File: config.mk
export PLATFORM = sky130hd
export DESIGN_NAME = burst_col_gen
export DESIGN_NICKNAME = d
export VERILOG_FILES = /design/src/rtl/burst_pkg.sv /design/src/rtl/burst_len_decode.sv /design/src/rtl/burst_col_map.sv /design/src/rtl/burst_col_gen.sv
export SDC_FILE = /design/constraint.sdc
export NUM_CORES = 1
export LEC_CHECK = 0
export BUFFER_PORTS_ARGS = -buffer_cell sky130_fd_sc_hd__buf_4
export CORE_ASPECT_RATIO = 0.7
export CORE_UTILIZATION = 46
export DETAILED_ROUTE_END_ITERATION = 12
export HOLD_SLACK_MARGIN = 0.15
export MAX_ROUTING_LAYER = met4
export PLACE_DENSITY = 0.75
export SYNTH_ARGS = -nofsm -noshare
export SYNTH_HDL_FRONTEND = slang
export SYNTH_SLANG_ARGS = --single-unit
export TNS_END_PERCENT = 5
File: constraint.sdc
create_clock -name clk -period 3.5 [get_ports clk]
set_clock_uncertainty 0.15 [all_clocks]
set_input_delay 0.525 -clock clk [delete_from_list [all_inputs] [get_ports clk]]
set_output_delay 0.525 -clock clk [all_outputs]
set_load 0.03 [all_outputs]
File: src/rtl/burst_pkg.sv
package burst_pkg;

  typedef enum logic [2:0] {
    BLEN_1    = 3'b000,
    BLEN_2    = 3'b001,
    BLEN_4    = 3'b010,
    BLEN_8    = 3'b011,
    BLEN_PAGE = 3'b111
  } blen_code_e;

  typedef enum logic {
    ORDER_SEQ = 1'b0,
    ORDER_ILV = 1'b1
  } beat_order_e;

endpackage

File: src/rtl/burst_len_decode.sv
module burst_len_decode #(
  parameter int COL_W = 9,
  parameter int LEN_W = 3
) (
  input  logic [LEN_W-1:0] code_i,
  output logic [COL_W-1:0] mask_o,
  output logic             page_o
);
  import burst_pkg::*;

  localparam logic [COL_W-1:0] ONE = COL_W'(1);

  always_comb begin
    page_o = 1'b0;
    mask_o = '0;
    case (blen_code_e'(code_i))
      BLEN_2:    mask_o = (ONE << 1) - ONE;
      BLEN_4:    mask_o = (ONE << 2) - ONE;
      BLEN_8:    mask_o = (ONE << 3) - ONE;
      BLEN_PAGE: begin
        mask_o = '1;
        page_o = 1'b1;
      end
      default:   mask_o = '0;
    endcase
  end
endmodule

File: src/rtl/burst_col_map.sv
module burst_col_map #(
  parameter int COL_W = 9
) (
  input  logic [COL_W-1:0] base_i,
  input  logic [COL_W-1:0] beat_i,
  input  logic [COL_W-1:0] mask_i,
  input  logic             ilv_i,
  input  logic             page_i,
  output logic [COL_W-1:0] col_o
);
  logic [COL_W-1:0] low;

  always_comb begin
    if (ilv_i && !page_i) low = base_i ^ beat_i;
    else                  low = base_i + beat_i;
    col_o = (base_i & ~mask_i) | (low & mask_i);
  end
endmodule

File: src/rtl/burst_col_gen.sv
module burst_col_gen #(
  parameter int COL_W = 9,
  parameter int LEN_W = 3
) (
  input  logic             clk,
  input  logic             rst,
  input  logic             start_i,
  input  logic [COL_W-1:0] start_col_i,
  input  logic [LEN_W-1:0] len_code_i,
  input  logic             order_ilv_i,
  input  logic             adv_i,
  input  logic             stop_i,
  output logic [COL_W-1:0] col_o,
  output logic             valid_o,
  output logic             last_o
);
  logic [COL_W-1:0] base_q, base_n;
  logic [COL_W-1:0] beat_q, beat_n;
  logic [COL_W-1:0] mask_q, mask_n, mask_dec;
  logic             ilv_q, ilv_n;
  logic             page_q, page_n, page_dec;
  logic             valid_n, last_n;
  logic [COL_W-1:0] col_n;

  burst_len_decode #(.COL_W(COL_W), .LEN_W(LEN_W)) u_dec (
    .code_i (len_code_i),
    .mask_o (mask_dec),
    .page_o (page_dec)
  );

  always_comb begin
    base_n  = base_q;
    beat_n  = beat_q;
    mask_n  = mask_q;
    ilv_n   = ilv_q;
    page_n  = page_q;
    valid_n = valid_o;
    if (start_i) begin
      base_n  = start_col_i;
      beat_n  = '0;
      mask_n  = mask_dec;
      ilv_n   = order_ilv_i;
      page_n  = page_dec;
      valid_n = 1'b1;
    end else if (valid_o && stop_i) begin
      valid_n = 1'b0;
    end else if (valid_o && adv_i) begin
      if (last_o) valid_n = 1'b0;
      else        beat_n  = beat_q + COL_W'(1);
    end
    last_n = valid_n && !page_n && (beat_n == mask_n);
  end

  burst_col_map #(.COL_W(COL_W)) u_map (
    .base_i (base_n),
    .beat_i (beat_n),
    .mask_i (mask_n),
    .ilv_i  (ilv_n),
    .page_i (page_n),
    .col_o  (col_n)
  );

  always_ff @(posedge clk) begin
    if (rst) begin
      base_q  <= '0;
      beat_q  <= '0;
      mask_q  <= '0;
      ilv_q   <= 1'b0;
      page_q  <= 1'b0;
      valid_o <= 1'b0;
      last_o  <= 1'b0;
      col_o   <= '0;
    end else begin
      base_q  <= base_n;
      beat_q  <= beat_n;
      mask_q  <= mask_n;
      ilv_q   <= ilv_n;
      page_q  <= page_n;
      valid_o <= valid_n;
      last_o  <= last_n;
      col_o   <= col_n;
    end
  end
endmodule

==> run metrics <==
outcome complete, no violations; Root Driver clkbuf_8; Hold EP page_q; final wirelength 5459 um; clk slew on worst S/H paths 0.07 ns; CTS tree done; DR iter-0 viols 129; CP Launch Type input port; # Max-Cap Violations 0; slack of the worst reg-to-reg path 0.21 ns; Worst R2R Path Depth 11; Longest Clk Path Bufs 2; gr usage total 23.79%; antenna violations before repair 0; Mean Syn Cell Area 8.644 um2; port bufs 28; Pwr Density 346.8 nW/um2; Peak VDD IR 180.7 uV; Synth area leaders dfxtp_1, nor2_1, xor2_1, ha_1, mux2i_1; FFs w/ async S/R, synth 0%; Via density 5.488; pins over their slew limit 0; post-synthesis net count 290; Num CTS Buffers 5; pre-CTS setup slack -0.1149 ns; Die Ht 60.71 um; CP Data Required Time 3.53 ns; critical path fanouts, max 3; worst flop-to-flop path endpoint col_o[8]; Final period util 93.99%; Finished Core Util 60.11%; first-pass GRT wire length 8970 um; Arrival @ worst endpoint 3.32 ns; cell breakdown of the critical path buf_4 > and4bb_2 > xnor2_1 > nor2_1 > ha_1 > fa_1 > a31o_2 > a31oi_1 > o21ai_1 > nor4bb_1 > a2111oi_2 > mux2_1; H-tree depth 2; Yosys reg bits 40; Detail Placement HPWL 4057 um; post-CTS setup buffers 0; Fin Hold WS 0.3458 ns; EDFF count, synth 0; vias 2025; die width 85.87 um; Post-Syn Area 2265 um2; worst hold stages 2; top cell type's share of synthesized area 35.36%; core area 4529 um2; Final Wtd Congestion 0.8835; post-route ant nets 0; vias in the first global route 1926; largest net degree at the start of global routing 30; CP max-delay cell fa_1; commonest non-fill, non-tap cell in the layout buf_4; FMAX 0.3040 GHz; I/O pin count 29; Area Growth Syn to Fin 20.22%; ys flop type dfxtp_1; Hold-fix buffers, CTS 0; row count 20; Synth area leader dfxtp_1; initial core utilization 50.00%; total die area 5212 um2; Final min period 3.290 ns; unrepaired setup endpoints after global routing no; Setup Crit Path Kind in -> reg; final setup vio count 0; Worst Setup End Kind flip-flop; nets 331; total grt overflow 0; DRC violations left 0; Synth cell types 51; CTS sink count 40; highest-count cells in the layout ignoring fill and taps buf_4, dfxtp_1, nor2_1; FF-to-FF Start last_o; Seq/Total Area, Yosys 35.36%; setup ws final 0.2104 ns; normalized max-slew margin 67.88%; Leakage Power 0.001208 uW; layout cells sized above 1 21.12%; router iterations before antenna repair 4; synth warn 0; HP Start page_q; slew at the pin closest to its max-slew limit 0.4818 ns; # diodes 0; WL per Instance 14.79 um; worst-skew pair later-pin latency 0.29 ns; Mapped Cells 262; crit-path max cell delay 0.40 ns; Worst Hold Class reg -> reg; endpoints failing hold 0
==> state kept, by name, summed over array words and instances (netlist names) <==
name     count
page_q       1
base_q       9
last_o       1
valid_o      1
col_o        9
mask_q       9
beat_q       9
ilv_q        1
==> worst max-delay path by stage <==
stage | slack [ns] | depth (start not counted) | to | start
6_report | 0.21 | 12 | col_o[8] | stop_i
5_1_grt | 0.009 | 11 | col_o[8] | last_o
4_1_cts | 0.15 | 11 | col_o[8] | valid_o
3_5_place_dp | -0.11 | 12 | col_o[8] | stop_i
3_3_place_gp | 0.005 | 12 | col_o[8] | stop_i
2_1_floorplan | 0.03 | 12 | col_o[8] | start_i
==> metal layers <==
metal	GRT usage [%]	wire length [um]
met5	-	0
met4	6.429	51
met3	4.490	352
met2	38.10	2342
met1	31.23	2713
==> critical path: cells and delay by family <==
family / cells / cell delay, ns
buffers and inverters: 1 / 0.11
muxes: 1 / 0.36
and+or+nand+nor: 3 / 0.59
AOI/OAI and AO/OA: 4 / 0.97
xor gates and xnor gates: 1 / 0.15
adders and majority gates: 2 / 0.61
==> stage by stage <==
stage	power (uW)	std cells	setup TNS (ns)	instance area, um2
2_1_floorplan	602.6	262	0	2272
3_5_place_dp	663.8	362	-0.1149	2638
5_1_grt	990.4	369	0	2723
6_report	944.3	369	0	2723
4_1_cts	952.0	369	0	2715
3_3_place_gp	661.2	362	0	2638
==> Yosys cell counts (2+ instances only) <==
master	n
xnor2_1	8
mux2_1	2
xor2_1	13
a21o_1	6
buf_2	2
o32ai_1	2
o21ai_1	3
nor3_1	10
o221ai_1	2
nand3_1	5
o211ai_1	3
mux2_2	4
nor2_1	33
a21boi_1	2
a21oi_1	16
ha_1	9
mux2i_1	10
nand2_1	21
and2_1	14
dfxtp_1	40
clkbuf_1	7
nand4_1	5
inv_1	10
and3_1	4
a211oi_1	3
o21ai_0	3
==> area by class of cell <==
| type | count | area (um2) |
|---|---|---|
| Timing Repair Buffer | 44 | 330.3 |
| Sequential cell | 40 | 802.0 |
| Multi-Input combinational cell | 202 | 1393 |
| Inverter | 10 | 37.54 |
| Fill cell | 410 | 1807 |
| Tap cell | 66 | 82.58 |
| Clock buffer | 6 | 72.57 |
| Clock inverter | 1 | 5.005 |
==> power breakdown <==
part	internal (uW)	switching [uW]
logic	74.7	98.0
registers	475	7.96
clock network	136	154
total	685	259
==> timing repair <==
item	4_1_cts	5_1_grt
hold endpoints to repair	0	0
resized for setup	0	3
setup endpoints to repair	0	1
==> cells by family (layout without fill, tap and decap cells) <==
kind of cell	count (synthesis)	after routing	synth area share (%)
xor gates and xnor gates	21	21	8.122
and+or+nand+nor	100	100	22.65
AOI/OAI and AO/OA	55	55	17.18
adders and majority gates	10	10	5.856
buffers and inverters	20	61	3.426
muxes	16	16	7.403
DFF	40	40	35.36
(Power assumes the default switching activity.)
